File: config.mk
export PLATFORM = sky130hd
export DESIGN_NAME = spi_regport
export DESIGN_NICKNAME = d
export VERILOG_FILES = /design/src/rtl/spi_regport_pkg.sv /design/src/rtl/spi_sync_bit.sv /design/src/rtl/spi_mode_arm.sv /design/src/rtl/spi_rx_shift.sv /design/src/rtl/spi_tx_shift.sv /design/src/rtl/spi_regport.sv
export SDC_FILE = /design/constraint.sdc
export NUM_CORES = 1
export LEC_CHECK = 0
export BUFFER_PORTS_ARGS = -buffer_cell sky130_fd_sc_hd__buf_2
export CORE_ASPECT_RATIO = 1.75
export CORE_MARGIN = 8
export CORE_UTILIZATION = 35
export DETAILED_ROUTE_END_ITERATION = 8
export PLACE_DENSITY = 0.62
export REMOVE_ABC_BUFFERS = 1
export SYNTH_ARGS = -nofsm -noshare
export SYNTH_HDL_FRONTEND = slang
export SYNTH_SLANG_ARGS = --single-unit
File: constraint.sdc
create_clock -name clk -period 2.5 [get_ports clk]
set_input_delay 0.25 -clock clk [delete_from_list [all_inputs] [get_ports clk]]
set_output_delay 0.25 -clock clk [all_outputs]
set_load 0.01 [all_outputs]
File: src/rtl/spi_regport_pkg.sv
package spi_regport_pkg;

    // Controller states of the serial port
    typedef enum logic [2:0] {
        ST_UNARMED,
        ST_IDLE,
        ST_HEADER,
        ST_WRITE,
        ST_READ,
        ST_SKIP
    } port_state_e;

endpackage

File: src/rtl/spi_sync_bit.sv
// Multi-stage synchronizer for one asynchronous input.
module spi_sync_bit #(
    parameter int   STAGES  = 2,
    parameter logic RST_VAL = 1'b0
) (
    input  logic clk,
    input  logic rst_n,
    input  logic d,
    output logic q
);
    logic [STAGES-1:0] chain;

    always_ff @(posedge clk or negedge rst_n) begin
        if (!rst_n) begin
            chain <= {STAGES{RST_VAL}};
        end else begin
            chain <= {chain[STAGES-2:0], d};
        end
    end

    assign q = chain[STAGES-1];
endmodule

File: src/rtl/spi_mode_arm.sv
// Counts completed low pulses on the latch line until the port is armed.
module spi_mode_arm #(
    parameter int PULSES = 3
) (
    input  logic clk,
    input  logic rst_n,
    input  logic pulse_end,
    output logic armed
);
    localparam int CW = $clog2(PULSES + 1);

    logic [CW-1:0] cnt;

    always_ff @(posedge clk or negedge rst_n) begin
        if (!rst_n) begin
            cnt <= '0;
        end else if (pulse_end && (cnt != CW'(PULSES))) begin
            cnt <= cnt + 1'b1;
        end
    end

    assign armed = (cnt == CW'(PULSES));
endmodule

File: src/rtl/spi_rx_shift.sv
// Serial-in shift register with bit counter; reports each completed word.
module spi_rx_shift #(
    parameter int W = 8
) (
    input  logic         clk,
    input  logic         rst_n,
    input  logic         clr,
    input  logic         stb,
    input  logic         din,
    output logic         done,
    output logic [W-1:0] word
);
    localparam int CW = $clog2(W);

    logic [W-1:0]  sh;
    logic [CW-1:0] cnt;

    always_ff @(posedge clk or negedge rst_n) begin
        if (!rst_n) begin
            sh  <= '0;
            cnt <= '0;
        end else if (clr) begin
            sh  <= '0;
            cnt <= '0;
        end else if (stb) begin
            sh  <= {sh[W-2:0], din};
            cnt <= (cnt == CW'(W - 1)) ? '0 : cnt + 1'b1;
        end
    end

    assign done = stb && !clr && (cnt == CW'(W - 1));
    assign word = {sh[W-2:0], din};
endmodule

File: src/rtl/spi_tx_shift.sv
// Readback shifter: holds the prefetched word and presents one bit per
// falling serial clock edge, most significant bit first.
module spi_tx_shift #(
    parameter int W = 8
) (
    input  logic         clk,
    input  logic         rst_n,
    input  logic         clr,
    input  logic         cap,
    input  logic [W-1:0] cap_data,
    input  logic         shift,
    output logic         sdo
);
    localparam int CW = $clog2(W);

    logic [W-1:0]  pend;
    logic [W-1:0]  sh;
    logic [CW-1:0] cnt;
    logic          sdo_q;

    always_ff @(posedge clk or negedge rst_n) begin
        if (!rst_n) begin
            pend  <= '0;
            sh    <= '0;
            cnt   <= '0;
            sdo_q <= 1'b0;
        end else if (clr) begin
            pend  <= '0;
            sh    <= '0;
            cnt   <= '0;
            sdo_q <= 1'b0;
        end else begin
            if (cap) begin
                pend <= cap_data;
            end
            if (shift) begin
                if (cnt == '0) begin
                    sdo_q <= pend[W-1];
                    sh    <= {pend[W-2:0], 1'b0};
                end else begin
                    sdo_q <= sh[W-1];
                    sh    <= {sh[W-2:0], 1'b0};
                end
                cnt <= (cnt == CW'(W - 1)) ? '0 : cnt + 1'b1;
            end
        end
    end

    assign sdo = sdo_q;
endmodule

File: src/rtl/spi_regport.sv
// Serial control port slave giving a host byte access to a register space.
module spi_regport
    import spi_regport_pkg::*;
#(
    parameter int DATA_W      = 8,
    parameter int LOC_W       = 16,
    parameter int SYNC_STAGES = 2,
    parameter int ARM_PULSES  = 3
) (
    input  logic              clk,
    input  logic              rst_n,
    input  logic              chip_sel,
    input  logic              lat_n,
    input  logic              sck,
    input  logic              sdi,
    output logic              sdo,
    output logic              sdo_oe,
    output logic [LOC_W-1:0]  reg_addr,
    output logic [DATA_W-1:0] reg_wdata,
    output logic              reg_we,
    output logic              reg_re,
    input  logic [DATA_W-1:0] reg_rdata
);
    localparam int CHIP_W    = DATA_W - 1;
    localparam int LOC_BYTES = LOC_W / DATA_W;
    localparam int IDX_W     = $clog2(LOC_BYTES + 1);
    localparam int N_SYNC    = 3;
    localparam logic [N_SYNC-1:0] SYNC_RST = 3'b001;  // latch idles high

    // ---------------- input synchronization ----------------
    logic [N_SYNC-1:0] raw_in;
    logic [N_SYNC-1:0] sync_q;

    assign raw_in = {sdi, sck, lat_n};

    for (genvar gi = 0; gi < N_SYNC; gi++) begin : g_sync
        spi_sync_bit #(
            .STAGES  (SYNC_STAGES),
            .RST_VAL (SYNC_RST[gi])
        ) u_sync (
            .clk   (clk),
            .rst_n (rst_n),
            .d     (raw_in[gi]),
            .q     (sync_q[gi])
        );
    end

    logic lat_lvl, sck_lvl, sdi_lvl;
    logic lat_prev, sck_prev;
    logic lat_fall, lat_rise, sck_rise, sck_fall;

    assign lat_lvl = sync_q[0];
    assign sck_lvl = sync_q[1];
    assign sdi_lvl = sync_q[2];

    always_ff @(posedge clk or negedge rst_n) begin
        if (!rst_n) begin
            lat_prev <= 1'b1;
            sck_prev <= 1'b0;
        end else begin
            lat_prev <= lat_lvl;
            sck_prev <= sck_lvl;
        end
    end

    assign lat_fall = !lat_lvl && lat_prev;
    assign lat_rise = lat_lvl && !lat_prev;
    assign sck_rise = sck_lvl && !sck_prev;
    assign sck_fall = !sck_lvl && sck_prev;

    // ---------------- arming ----------------
    logic armed;

    spi_mode_arm #(
        .PULSES (ARM_PULSES)
    ) u_arm (
        .clk       (clk),
        .rst_n     (rst_n),
        .pulse_end (lat_rise),
        .armed     (armed)
    );

    // ---------------- byte reception ----------------
    logic              byte_done;
    logic [DATA_W-1:0] byte_val;

    spi_rx_shift #(
        .W (DATA_W)
    ) u_rx (
        .clk   (clk),
        .rst_n (rst_n),
        .clr   (lat_fall),
        .stb   (sck_rise),
        .din   (sdi_lvl),
        .done  (byte_done),
        .word  (byte_val)
    );

    // ---------------- controller ----------------
    port_state_e state, state_nx;
    logic [IDX_W-1:0] hdr_idx;
    logic             rw_q;
    logic [LOC_W-1:0] loc;
    logic             chip_ok;

    assign chip_ok = (byte_val[DATA_W-1:1] == CHIP_W'(chip_sel));

    always_comb begin
        state_nx = state;
        unique case (state)
            ST_UNARMED: if (armed) state_nx = ST_IDLE;
            ST_IDLE:    if (lat_fall) state_nx = ST_HEADER;
            ST_HEADER: begin
                if (lat_rise) begin
                    state_nx = ST_IDLE;
                end else if (byte_done) begin
                    if (hdr_idx == '0) begin
                        if (!chip_ok) state_nx = ST_SKIP;
                    end else if (hdr_idx == IDX_W'(LOC_BYTES)) begin
                        state_nx = rw_q ? ST_READ : ST_WRITE;
                    end
                end
            end
            ST_WRITE, ST_READ, ST_SKIP: if (lat_rise) state_nx = ST_IDLE;
            default:    state_nx = ST_UNARMED;
        endcase
    end

    always_ff @(posedge clk or negedge rst_n) begin
        if (!rst_n) begin
            state <= ST_UNARMED;
        end else begin
            state <= state_nx;
        end
    end

    // Datapath and strobes
    always_ff @(posedge clk or negedge rst_n) begin
        if (!rst_n) begin
            hdr_idx   <= '0;
            rw_q      <= 1'b0;
            loc       <= '0;
            reg_wdata <= '0;
            reg_we    <= 1'b0;
            reg_re    <= 1'b0;
        end else begin
            reg_we <= 1'b0;
            reg_re <= 1'b0;
            if (reg_we) begin
                loc <= loc + 1'b1;
            end
            if (lat_fall) begin
                hdr_idx <= '0;
            end else begin
                unique case (state)
                    ST_HEADER: begin
                        if (byte_done && !lat_rise) begin
                            hdr_idx <= hdr_idx + 1'b1;
                            if (hdr_idx == '0) begin
                                rw_q <= byte_val[0];
                            end else begin
                                loc <= {loc[LOC_W-DATA_W-1:0], byte_val};
                                if (hdr_idx == IDX_W'(LOC_BYTES) && rw_q) begin
                                    reg_re <= 1'b1;
                                end
                            end
                        end
                    end
                    ST_WRITE: begin
                        if (byte_done && !lat_rise) begin
                            reg_wdata <= byte_val;
                            reg_we    <= 1'b1;
                        end
                    end
                    ST_READ: begin
                        if (byte_done && !lat_rise) begin
                            loc    <= loc + 1'b1;
                            reg_re <= 1'b1;
                        end
                    end
                    default: ;
                endcase
            end
        end
    end

    assign reg_addr = loc;
    assign sdo_oe   = (state == ST_READ);

    // ---------------- readback ----------------
    spi_tx_shift #(
        .W (DATA_W)
    ) u_tx (
        .clk      (clk),
        .rst_n    (rst_n),
        .clr      (lat_fall || lat_rise),
        .cap      (reg_re && (state == ST_READ)),
        .cap_data (reg_rdata),
        .shift    (sck_fall && (state == ST_READ)),
        .sdo      (sdo)
    );

endmodule

* Word level (Yosys, flattened, before mapping)
Cells that the tools add are included.
Widths: inputs -> output; s select.
** Storage, ports and cells
- Register bits :: 72
** Cells by class
- Add/sub/neg operators :: 5
- Equality and inequality tests :: 17
- Muxes and demuxes :: 43
- Bitwise gates (word level) :: 1
- Reduce and logical (&&, ||, !) cells :: 31
** Operators by type and width (number)
- $mux 16 :: 5
- $mux 3 :: 15
- $mux 8 :: 5
- $pmux 16 s2 :: 1
- $add 16x1->16 const B :: 1
- $mux 7 :: 2
- $eq 3x3->1 const B :: 4
- $pmux 3 s4 :: 1
- $logic_and 1x1->1 :: 11
- $mux 1 :: 10
- $reduce_bool 2->1 :: 5
- $ne 2x2->1 const B :: 4
- $ne 4x4->1 const B :: 2
- $eq 7x1->1 :: 1
- $add 3x1->3 const B :: 2
- $eq 3x2->1 const B :: 2
- $logic_not 1->1 :: 6
- $logic_not 3->1 :: 2
- $mux 2 :: 3
- $reduce_and 6->1 :: 1
- $add 2x1->2 const B :: 2
- $eq 2x2->1 const B :: 2
- $reduce_and 4->1 :: 1
- $eq 3x1->1 const B :: 1
- 8 further kinds :: 8

* Longest topological paths before layout
Gate-level depths: netlist of the first run.
- Depth in word-level cells :: 9
- Mapped depth :: 11

* Modules after synthesis
From an unflattened synthesis of the first run, not the netlist that was laid out.
** Second synthesis, totals
- Cell total of the unflattened synthesis :: 404
- Area, all modules :: 4115.2 sq um
** Modules (own cells, without submodules)
- spi_regport :: instances 1, cells an instance 269, area an instance 2422.3 sq um, seq. area each 852.1 sq um
- spi_tx_shift :: instances 1, cells an instance 84, area an instance 989.7 sq um, seq. area each 475.5 sq um
- spi_rx_shift :: instances 1, cells an instance 39, area an instance 450.4 sq um, seq. area each 250.2 sq um
- spi_mode_arm :: instances 1, cells an instance 6, area an instance 100.1 sq um, seq. area each 50.0 sq um
- spi_sync_bit (g_sync[1].u_sync ...) :: instances 2, cells an instance 2, area an instance 50.0 sq um, seq. area each 50.0 sq um
- spi_sync_bit (g_sync[0].u_sync) :: instances 1, cells an instance 2, area an instance 52.6 sq um, seq. area each 52.6 sq um

* Worst setup path after synthesis of the first run
Ideal clock, no wire load.
- Path kind :: reg2reg
- Start point :: reg g_sync[0].u_sync.chain[1]
- End point :: reg reg_wdata[0]
- Library setup time :: 0.125 ns
- Data arrival time :: 2.066 ns
- Data required time :: 2.375 ns
- Path slack :: 0.310 ns
- Stages on the path, launching flop included :: 10
- Period minus slack after synthesis :: 2.190 ns
- Path through :: dfstp_2 -> inv_1 -> ha_1 -> buf_6 -> nand4bb_1 -> buf_2 -> nor2_1 -> and3_1 -> buf_4 -> mux2_2
** Between the ends
- Cells in the longest elaborated chain, start to end :: 7
- Elaborated cells on any way between the ends :: 10
- Those cells by class :: 1 x bitwise; 9 x reduce/logical
** Ends and longest elaborated chain
- from (decl) :: line spi_sync_bit.sv:11 : logic [STAGES-1:0] chain;
- from (signal assigned) :: line spi_sync_bit.sv:15 : chain <= {STAGES{RST_VAL}};
- from (signal assigned) :: line spi_sync_bit.sv:17 : chain <= {chain[STAGES-2:0], d};
- $logic_not 1->1 :: line spi_regport.sv:66 : assign lat_fall = !lat_lvl && lat_prev;
- $logic_and 1x1->1 :: line spi_regport.sv:66
- $logic_not 1->1 :: line spi_rx_shift.sv:31 : assign done = stb && !clr && (cnt == CW'(W - 1));
- $logic_and 1x1->1 (2 in series) :: line spi_rx_shift.sv:31
- $logic_and 1x1->1 :: line spi_regport.sv:170 : if (byte_done && !lat_rise) begin
- $reduce_and 3->1 (no source line) *
- to (signal assigned) :: line spi_regport.sv:171 : reg_wdata <= byte_val;
- to (decl) :: line spi_regport.sv:19 : output logic [DATA_W-1:0] reg_wdata,
Mark *: on every way between the ends. The rest lies on a longest branch, timed or not.
A chain may end at the register's enable or synchronous reset.

* Final worst setup path of the first run
- Start point :: reg g_sync[0].u_sync.chain[1]
- End point :: reg loc[13], in the netlist reg_addr[13]
** Between the ends
- Cells in the longest elaborated chain, start to end :: 9
- Elaborated cells on any way between the ends :: 12
- Those cells by class :: 4 x mux; 8 x reduce/logical
** Ends and longest elaborated chain
- $logic_not 1->1 :: line spi_regport.sv:66
- $logic_and 1x1->1 :: line spi_regport.sv:66
- $logic_not 1->1 :: line spi_rx_shift.sv:31
- $logic_and 1x1->1 (2 in series) :: line spi_rx_shift.sv:31
- $logic_and 1x1->1 :: line spi_regport.sv:157, spi_regport.sv:176
- $mux 16 (on tied branches) :: line spi_regport.sv:176, spi_regport.sv:157
- $pmux 16 s2 :: line spi_regport.sv:155 : unique case (state)
- $mux 16 * :: line spi_regport.sv:152 : if (lat_fall) begin
- to (signal assigned) :: line spi_regport.sv:150 : loc <= loc + 1'b1;
- to (signal assigned) :: line spi_regport.sv:162 : loc <= {loc[LOC_W-DATA_W-1:0], byte_val};
- to (signal assigned) :: line spi_regport.sv:177 : loc <= loc + 1'b1;
- to (decl) :: line spi_regport.sv:103 : logic [LOC_W-1:0] loc;
Marks and branches as above.

==> flow_summary.yaml, run 1 <==
sta:
  final_hold_viol_count: 0
  fin_crit_ps: 2360
  setup_tns_ps: 0
  finalMaxSlewViolations: 0
  grt_setup_unrepaired: "no"
  holdWs_ps: 15.8
  setup_viol: 0
  finalCritPeriodShare: 0.944
  fmax_mhz: 424
  fin_worst_skew_ps: 8.19
  tightestPinTransition_ps: 1040
  slew_headroom: 0.300
global_route:
  grt_overflow: 0
  grt_pass1_vias: 3354
  grt_pass1_wl_um: 16700
  grt_usage: 0.144
  antenna_found_initial: 0
  grt_max_degree: 42
logic_synthesis:
  syn_inst: 413
  synth_seq_area_share: 0.450
  avgSynthCellArea_um2: 9.59
  synth_area_leaders: "dfrtp_1 43%, nand2_1 5.9%, mux2_2 3.7%"
  ys_warn_count: 0
  synth-edff-count: 0
  ys_top_cells_by_count: "68 x dfrtp_1, 62 x nand2_1, 28 x nor2_1, 27 x a21oi_1"
  synthFlopType: "dfrtp_1"
  synth_area_um2: 3960
  async_flop_share: 1.00
  synth.top_cell.area_share: 0.430
  yosysMostFrequentCell: "dfrtp_1"
  yosys.area.top_type: "dfrtp_1"
  ys_ff_latch: 71
  synth_cell_type_count: 68
floorplan:
  die_x_um: 96.4
  num_rows: 51
  die_area_um2: 15100
  die_y_um: 157
  start_util: 0.357
  io_pins: 42
  core_area_um2: 11100
cts:
  htreeDepth: 3
  clkTransAtPathRegs_ps: 60
  clkLatencyLatePin_ps: 330
  cts.sinks: 71
  ctsLongestPathBuffers: 2
  cts_tree: "yes"
  cts_buffers: 9
  cts_root_buf: "clkbuf_16"
min_path:
  min_to: "g_sync[1].u_sync.chain[0]"
  worstHoldPathCells: 1
  min_from: "sck"
  hold_path.class: "in2reg"
detailed_routing:
  wl_um: 10200
  drtIter0Drc: 305
  vias_per_cell: 5.55
  route.detailed.drc: 0
  ant_nets: 0
  wl_per_cell_um: 17.2
  drt_first_pass_iters: 5
  vias: 3305
finish:
  antenna_cells: 0
  final_nets: 484
  final_util: 0.419
  drive_above_1_share: 0.226
  fin_cells: 596
  area_delta_synth_final_pct: 17.5
power:
  ir_drop_mv: 0.362
  finalPower_uw: 2880
  p_int_uw: 2060
  cellLeakagePower_uw: 0.00209
  power_frac_clock: 0.415
  p_sw_uw: 827
  combPwrFrac: 0.132
  power_frac_seq: 0.453
  swShare: 0.287
  power_density_nw_per_um2: 620
placed_design:
  gp_congestion: 0.871
  dp_hpwl_um: 7730
  placedCellCount: 576
  io_buffers: 41
setup_path:
  worstSetupPathType: "reg2reg"
  start_kind: "flip-flop"
  endpoint_kind: "flip-flop"
  r2r-start: "g_sync[0].u_sync.chain[1]"
  r2r-end: "reg_addr[13]"
  worstPathRequired_ps: 2750
  r2r_slack_ps: 140
  reg2reg_depth: 8
  critical_path.max_fanout: 9
  crit_arrival_ps: 2610
run_status:
  outcome: "completed"
job:
  maxCapViolCount: 0
## per-layer routing
layer,GRT usage,part of all wire,up-vias
li1,-,-,1561
met1,0.155,0.39,1622
met2,0.247,0.52,95
met3,0.0264,0.049,27
met4,0.0922,0.042,0
met5,0,0,-
## sequential cells by signal, summed over array words and instances (netlist names), 2 cells and up
register / cells
u_tx.pend: 8
u_rx.cnt: 3
u_tx.cnt: 3
u_tx.sh: 7
hdr_idx: 2
reg_wdata: 8
state: 3
reg_addr: 16
u_arm.cnt: 2
u_rx.sh: 7
g_sync.u_sync.chain: 6
## per-stage QoR
step	setup WS, ps	area (um2)
6_report	141	4650
5_1_grt	30.4	4650
4_1_cts	84.6	4630
3_5_place_dp	111	4330
3_3_place_gp	133	4330
2_1_floorplan	-45.8	3820
## timing repair
item                                    4_1_cts  5_1_grt
gates resized for setup                       0        2
endpoints found under the setup margin        0        3
hold endpoints to repair                     30        0
setup buffers                                 0        2
hold buffers                                  2        0
## worst max-delay path, stage by stage, from the launching register on
cell,delay (ps)
dfstp_2,540
inv_1,40
ha_1,230
nand4bb_1,230
buf_4,200
o21ai_1,460
nand4_1,210
xor2_1,190
o221ai_1,180
## layout make-up
type	instances	area [um2]
clock buffer	9	225
sequential	71	1780
multi-input combinational	302	1990
tap	132	165
clock inverter	7	55.1
fill	1112	6450
timing repair buffer	63	388
inverter	12	45.0
## cells by family after synthesis
logic type / count (synthesis) / share of synthesized area
AND/OR/NAND/NOR: 151 / 0.193
AO/OA/AOI/OAI: 95 / 0.164
flip-flops: 71 / 0.450
buffers and inverters: 40 / 0.0477
multiplexers: 23 / 0.0626
XOR/XNOR: 22 / 0.0487
adder cells (fa/ha/maj): 11 / 0.0348
## power by group through the flow
stage	Clock (uW)	Sequential (uW)	Combinational, uW
2_1_floorplan	0	1300	235
4_1_cts	1230	1300	371
3_3_place_gp	0	1320	358
6_report	1200	1310	379
3_5_place_dp	0	1320	368
5_1_grt	1280	1310	419
## how the worst max path moves through the flow
stage / from / endpoint / slack [ps] / cells after the start
3_3_place_gp: g_sync[0].u_sync.chain[1] / reg_addr[5] / 130 / 8
5_1_grt: g_sync[0].u_sync.chain[1] / reg_addr[13] / 30 / 8
3_5_place_dp: g_sync[0].u_sync.chain[1] / reg_addr[7] / 110 / 8
4_1_cts: g_sync[0].u_sync.chain[1] / reg_addr[5] / 80 / 8
6_report: g_sync[0].u_sync.chain[1] / reg_addr[13] / 140 / 8
2_1_floorplan: lat_prev / reg_addr[1] / -50 / 6
## cell usage in the layout, fill, tap and decap left out, types with 4 or more instances in the layout
cell / Yosys / final
a211o_1: 6 / 6
a21oi_1: 27 / 27
a31oi_1: 4 / 4
buf_2: 9 / 41
buf_4: 1 / 19
clkbuf_16: 0 / 9
dfrtp_1: 68 / 68
ha_1: 11 / 11
inv_1: 12 / 12
mux2_2: 13 / 13
mux2i_1: 9 / 9
nand2_1: 62 / 62
nand2b_1: 7 / 7
nand3_1: 9 / 9
nand4_1: 7 / 7
nor2_1: 28 / 27
nor3_1: 6 / 6
o211ai_1: 7 / 7
o21ai_0: 15 / 15
o221ai_1: 5 / 5
o31ai_1: 4 / 4
xnor2_1: 15 / 15
xor2_1: 7 / 7
No activity file was read; power rests on OpenSTA's default activity.
==> inputs of run 2 (changes only) <==
--- a/config.mk
+++ b/config.mk
@@ -5,6 +5,7 @@
 export SDC_FILE = /design/constraint.sdc
 export NUM_CORES = 1
 export LEC_CHECK = 0
+export ABC_AREA = 1
 export BUFFER_PORTS_ARGS = -buffer_cell sky130_fd_sc_hd__buf_2
 export CORE_ASPECT_RATIO = 1.75
 export CORE_MARGIN = 8
==> run 2 against run 1 <==
  * The run now ends with negative hold slack left
  * Area after synthesis is 2.6% higher
  * Register-to-register slack better by 350 ps
  * Clock power is 18% higher
  * First-iteration DRC count is 25% lower
  * Clock skew is 0.75 ps higher
  * Non-clock buffer count is 19 lower
  * Setup slack better by 350 ps
==> flow_summary.yaml, run 2 <==
global_route:
  grt_usage: 0.135
  grt_max_degree: 43
  antenna_found_initial: 0
  grt_pass1_vias: 3598
  grt_pass1_wl_um: 17000
  grt_overflow: 0
sta:
  holdWs_ps: -18.9
  slew_headroom: 0.248
  fmax_mhz: 499
  setup_viol: 0
  tightestPinTransition_ps: 1120
  finalWorstSetupSlack_ps: 494
  final_hold_viol_count: 13
  grt_setup_unrepaired: "no"
  finalCritPeriodShare: 0.802
  setup_tns_ps: 0
  fin_crit_ps: 2010
  fin_worst_skew_ps: 8.94
  finalMaxSlewViolations: 0
cts:
  htreeDepth: 3
  cts_setup_buffers: 0
  clkTransAtPathRegs_ps: 60
  cts.sinks: 71
  ctsResizeCount: 0
  cts_hold_buf: 0
  cts_buffers: 9
  ctsLongestPathBuffers: 2
  cts_tree: "yes"
  clkLatencyLatePin_ps: 340
  cts_root_buf: "clkbuf_16"
logic_synthesis:
  syn_inst: 509
  synthFlopType: "dfrtp_1"
  ys_ff_latch: 71
  synth_cell_type_count: 46
  synth_fa_ha_area_frac: 0.0339
  async_flop_share: 1.00
  ys_warn_count: 0
  avgSynthCellArea_um2: 7.98
  synthSimpleGateAreaFrac: 0.294
  synthMuxAreaShare: 0.00277
  synth_compound_area_frac: 0.132
  synth-edff-count: 0
  synth.top_cell.area_share: 0.419
  synth_area_leaders: "dfrtp_1 42%, nand2_1 12%, nand3_1 6.3%"
  ys_top_cells_by_count: "128 x nand2_1, 68 x dfrtp_1, 61 x inv_1, 51 x nand3_1, 38 x nor2_1"
  synth_area_um2: 4060
  yosysMostFrequentCell: "nand2_1"
  synth_seq_area_share: 0.438
  synth_top_family_by_area: "simple AND/OR/NAND/NOR gates"
  synthXorXnorAreaFrac: 0.0151
  yosys.area.top_type: "dfrtp_1"
detailed_routing:
  drt_first_pass_iters: 4
  ant_nets: 0
  wl_met3_um: 489
  vias: 3559
  wl_per_cell_um: 14.8
  wl_um: 10300
  vias_per_cell: 5.14
  top_layer_used: "met4"
  dr_wl_met2_um: 5420
  wl_met1_um: 3990
  drtIter0Drc: 228
  route.detailed.drc: 0
finish:
  area_delta_synth_final_pct: 16.6
  largest_register_ffs: 16
  final_cell_mix: "128 x nand2_1, 68 x dfrtp_1, 61 x inv_1, 51 x nand3_1, 41 x buf_2"
  final_common_cell: "nand2_1"
  drive_above_1_share: 0.197
  final_util: 0.414
  final_nets: 578
  antenna_cells: 0
floorplan:
  core_area_um2: 11500
  die_y_um: 159
  die_area_um2: 15500
  num_rows: 52
  io_pins: 42
  start_util: 0.355
  die_x_um: 97.5
power:
  p_sw_uw: 995
  cellLeakagePower_uw: 0.00231
  swShare: 0.303
  p_int_uw: 2300
  ir_drop_mv: 0.438
  power_frac_clock: 0.428
  finalPower_uw: 3290
  power_density_nw_per_um2: 695
  power_frac_seq: 0.392
  combPwrFrac: 0.181
setup_path:
  r2r-end: "reg_addr[11]"
  r2r-start: "g_sync[0].u_sync.chain[1]"
  critical_path.max_fanout: 7
  crit_top_cell: "nor2_1"
  worstSetupPathType: "reg2reg"
  worstPathCellList: "inv_1, ha_1, clkinv_2, nand4_1, nor2_1, o21ai_0, nor2_1, nor2_1, o21ai_1, nand2_1"
  worstPathRequired_ps: 2720
  critPathSlowestCell: "dfstp_2"
  cpPeakStageDelay_ps: 540
  path_buf_inv: 2
  crit_arrival_ps: 2220
  reg2reg_depth: 10
  cpLargestDelayFamily: "simple AND/OR/NAND/NOR gates"
  start_kind: "flip-flop"
  endpoint_kind: "flip-flop"
  r2r_slack_ps: 490
placed_design:
  dp_hpwl_um: 7840
  gp_congestion: 0.902
  place_ws_ps: 531
  io_buffers: 41
run_status:
  outcome: "finished, violations left"
  violations: "negative hold slack"
min_path:
  hold_path.class: "in2async"
job:
  maxCapViolCount: 0
run 2: cell types whose count changed after synthesis, sizes merged, moves of 6 or more:
| cell | change |
|---|---|
| nand2 | +72 |
| inv | +59 |
| nand3 | +46 |
| o21ai | +31 |
| a21oi | -18 |
| nor2 | +17 |
| mux2 | -13 |
| o22ai | +13 |
| clkbuf | -12 |
| xnor2 | -12 |
| mux2i | -9 |
| nand2b | -7 |
| a211o | -6 |
run 2: layer usage:
metal / track usage / vias to the layer above
met5: 0 / -
met3: 0.0369 / 24
met4: 0.0675 / 0
li1: - / 1762
met2: 0.253 / 101
met1: 0.134 / 1672
run 2: power groups by stage:
| stage | clock (uW) | sequential (uW) | combinational, uW |
|---|---|---|---|
| final | 1410 | 1290 | 595 |
| after global routing | 1490 | 1300 | 671 |
| after CTS | 1440 | 1290 | 601 |
| after detailed placement | 0 | 1310 | 599 |
| after global placement | 0 | 1310 | 590 |
| after floorplan | 0 | 1290 | 435 |
run 2: stage by stage:
step | area (um2) | instances
finish | 4740 | 693
detailed placement | 4410 | 677
global route | 4740 | 693
global placement | 4410 | 677
floorplan | 4000 | 498
CTS | 4740 | 693
run 2: how the worst max path moves through the flow:
stage                              startpoint      endpoint  slack [ps]  cells past startpoint
finish              g_sync[0].u_sync.chain[1]  reg_addr[11]         490                     10
global route        g_sync[0].u_sync.chain[1]  reg_addr[11]         330                     10
CTS                 g_sync[0].u_sync.chain[1]  reg_addr[11]         520                     10
detailed placement  g_sync[0].u_sync.chain[1]  reg_addr[13]         530                     10
global placement    g_sync[0].u_sync.chain[1]   reg_addr[3]         580                     10
floorplan                            lat_prev   u_tx.cnt[0]         750                      5
run 2: cell type report:
cell class	instances	area [um2]
clock inverter	7	104
clock buffer	9	225
inverter	72	279
fill	1139	6710
multi-input combinational	355	1940
tap	135	169
sequential	71	1780
timing repair buffer	44	240
run 2: cell families after synthesis:
logic type | after synthesis
adder cells (fa/ha/maj) | 11
buffers and inverters | 83
XOR/XNOR | 7
AND/OR/NAND/NOR | 251
flip-flops | 71
AO/OA/AOI/OAI | 85
multiplexers | 1
==> inputs of run 3 (changes only) <==
--- a/config.mk
+++ b/config.mk
@@ -5,7 +5,7 @@
 export SDC_FILE = /design/constraint.sdc
 export NUM_CORES = 1
 export LEC_CHECK = 0
-export ABC_AREA = 1
+export ABC_AREA = 0
 export BUFFER_PORTS_ARGS = -buffer_cell sky130_fd_sc_hd__buf_2
 export CORE_ASPECT_RATIO = 1.75
 export CORE_MARGIN = 8
==> constraint.sdc (replaced) <==
create_clock -name clk -period 1.87 [get_ports clk]
set_input_delay 0.187 -clock clk [delete_from_list [all_inputs] [get_ports clk]]
set_output_delay 0.187 -clock clk [all_outputs]
set_load 0.01 [all_outputs]
==> run 3 against run 2 <==
  * Hold slack better by 84 ps
  * Largest power group unchanged
  * Non-clock buffer count is 82 higher
  * Power is 27% higher
  * The run ends with negative setup slack left
  * Core utilization is 8.4 points higher
  * Critical path depth is 1 lower
  * Clock skew is 2.8 ps higher
  * Sequential cell count stayed put
==> flow_summary.yaml, run 3 (synthesized netlist as in run 1, its figures left out) <==
run_status:
  outcome: "finished, violations left"
  violations: "negative setup slack"
global_route:
  grt_pass1_wl_um: 18700
  grt_usage: 0.163
  grt_max_degree: 55
  antenna_found_initial: 0
  grt_overflow: 0
  grt_pass1_vias: 3725
setup_path:
  crit_top_cell: "buf_6"
  endpoint_kind: "flip-flop"
  crit_arrival_ps: 2340
  worstSetupPathType: "reg2reg"
  worstPathCellList: "inv_2, ha_4, nand4bb_4, buf_6, nor2_4, buf_6, nor2_2, o311a_1, a211o_1"
  path_buf_inv: 3
  start_kind: "flip-flop"
  critical_path.max_fanout: 8
  critPathSlowestCell: "dfstp_2"
  cpLargestDelayFamily: "flip-flops"
  cpPeakStageDelay_ps: 550
  r2r_slack_ps: -250
  worstPathRequired_ps: 2100
cts:
  htreeDepth: 3
  cts_tree: "yes"
  ctsLongestPathBuffers: 2
  clkTransAtPathRegs_ps: 70
  cts_root_buf: "clkbuf_16"
  cts.sinks: 71
  clkLatencyLatePin_ps: 350
  cts_buffers: 9
finish:
  final_nets: 548
  drive_above_1_share: 0.386
  final_cell_mix: "68 x dfrtp_1, 66 x buf_4, 62 x nand2_1, 41 x buf_2, 25 x a21oi_1"
  antenna_cells: 0
  n_fill_cell: 1039
  fin_area_um2: 5520
  largest_register_ffs: 16
  area_delta_synth_final_pct: 39.4
  final_common_cell: "dfrtp_1"
  fin_cells: 660
sta:
  fin_crit_ps: 2120
  finalMaxSlewViolations: 0
  setup_tns_ps: -4520
  grt_setup_unrepaired: "yes"
  fmax_mhz: 472
  setup_viol: 31
  tightestPinTransition_ps: 610
  fin_worst_skew_ps: 11.7
  slew_headroom: 0.592
  finalCritPeriodShare: 1.13
  final_hold_viol_count: 0
  finalWorstSetupSlack_ps: -249
placed_design:
  io_buffers: 41
  dp_hpwl_um: 8230
  gp_congestion: 0.891
  place_ws_ps: -383
  placedCellCount: 625
  postPlaceCellArea_um2: 4730
detailed_routing:
  ant_nets: 0
  vias: 3528
  route.detailed.drc: 0
  drtIter0Drc: 169
  wl_per_cell_um: 17.8
  vias_per_cell: 5.35
  drt_first_pass_iters: 4
  wl_um: 11800
power:
  cellLeakagePower_uw: 0.00250
  power_density_nw_per_um2: 759
  ir_drop_mv: 0.475
  finalPower_uw: 4190
floorplan:
  die_y_um: 157
  core_area_um2: 11100
  start_util: 0.357
  die_area_um2: 15100
  num_rows: 51
  io_pins: 42
  die_x_um: 96.4
min_path:
  hold_path.class: "in2reg"
job:
  maxCapViolCount: 0
[run 3: cell types whose count changed in the layout (fill, tap and decap cells not counted), sizes merged, moves of 6 or more]
cell    before  now
nand2b       0    7
a21oi       10   28
mux2i        0    9
buf         44  122
o22ai       14    1
nand2      134   62
nor2        47   30
mux2         1   14
nand3       55    9
xnor2        3   15
o21ai       49   18
a211o        0    6
inv         73   17
[run 3: final timing paths]
kind | startpoint | endpoint | cells past startpoint
max in group asynchronous | rst_n | g_sync[0].u_sync.chain[1] | 3
hold / removal | reg_rdata[7] | u_tx.pend[7] | 3
min in group asynchronous | rst_n | u_tx.pend[3] | 2
setup reg to reg | g_sync[0].u_sync.chain[1] | reg_addr[10] | 9
setup / recovery | g_sync[0].u_sync.chain[1] | reg_addr[10] | 9
hold reg to reg | g_sync[2].u_sync.chain[0] | g_sync[2].u_sync.chain[1] | 0
[run 3: area by class of cell]
class	instances	area, um2	area share
multi-input combinational	303	2310	0.418
inverter	12	45.0	0.00816
sequential	71	1780	0.322
clock inverter	7	71.3	0.0129
timing repair buffer	126	926	0.168
clock buffer	9	225	0.0408
tap	132	165	0.0299
[run 3: metrics by stage]
| step | util | hold slack (ps) |
|---|---|---|
| after floorplan | - | -109 |
| after global placement | 0.426 | 141 |
| after detailed placement | 0.426 | 149 |
| after CTS | 0.488 | 55.3 |
| after global routing | 0.497 | 67.3 |
| final | 0.497 | 64.6 |
[run 3: layer usage]
layer  GRT usage  share of wire  up-vias
li1            -              -     1694
met1       0.166           0.38     1719
met2       0.288           0.54       79
met3      0.0341          0.038       36
met4       0.101          0.046        0
met5           0              0        -
[run 3: what timing repair did]
action | CTS | global route
hold buffers | 4 | 0
setup endpoints to repair | 30 | 32
cloned | 1 | 0
endpoints found under the hold margin | 19 | 0
gates resized for setup | 66 | 24
pin swaps | 37 | 18
setup buffers | 15 | 2
[run 3: where the power goes]
part	switching (uW)	internal (uW)
Sequential	81.3	1610
Clock	765	940
Combinational	419	375
Total	1270	2930
[run 3: worst min-delay path: cells and delay by family]
kind | cells | cell delay, ps
AO/OA/AOI/OAI | 1 | 50
buffers and inverters | 1 | 100
AND/OR/NAND/NOR | 1 | 40
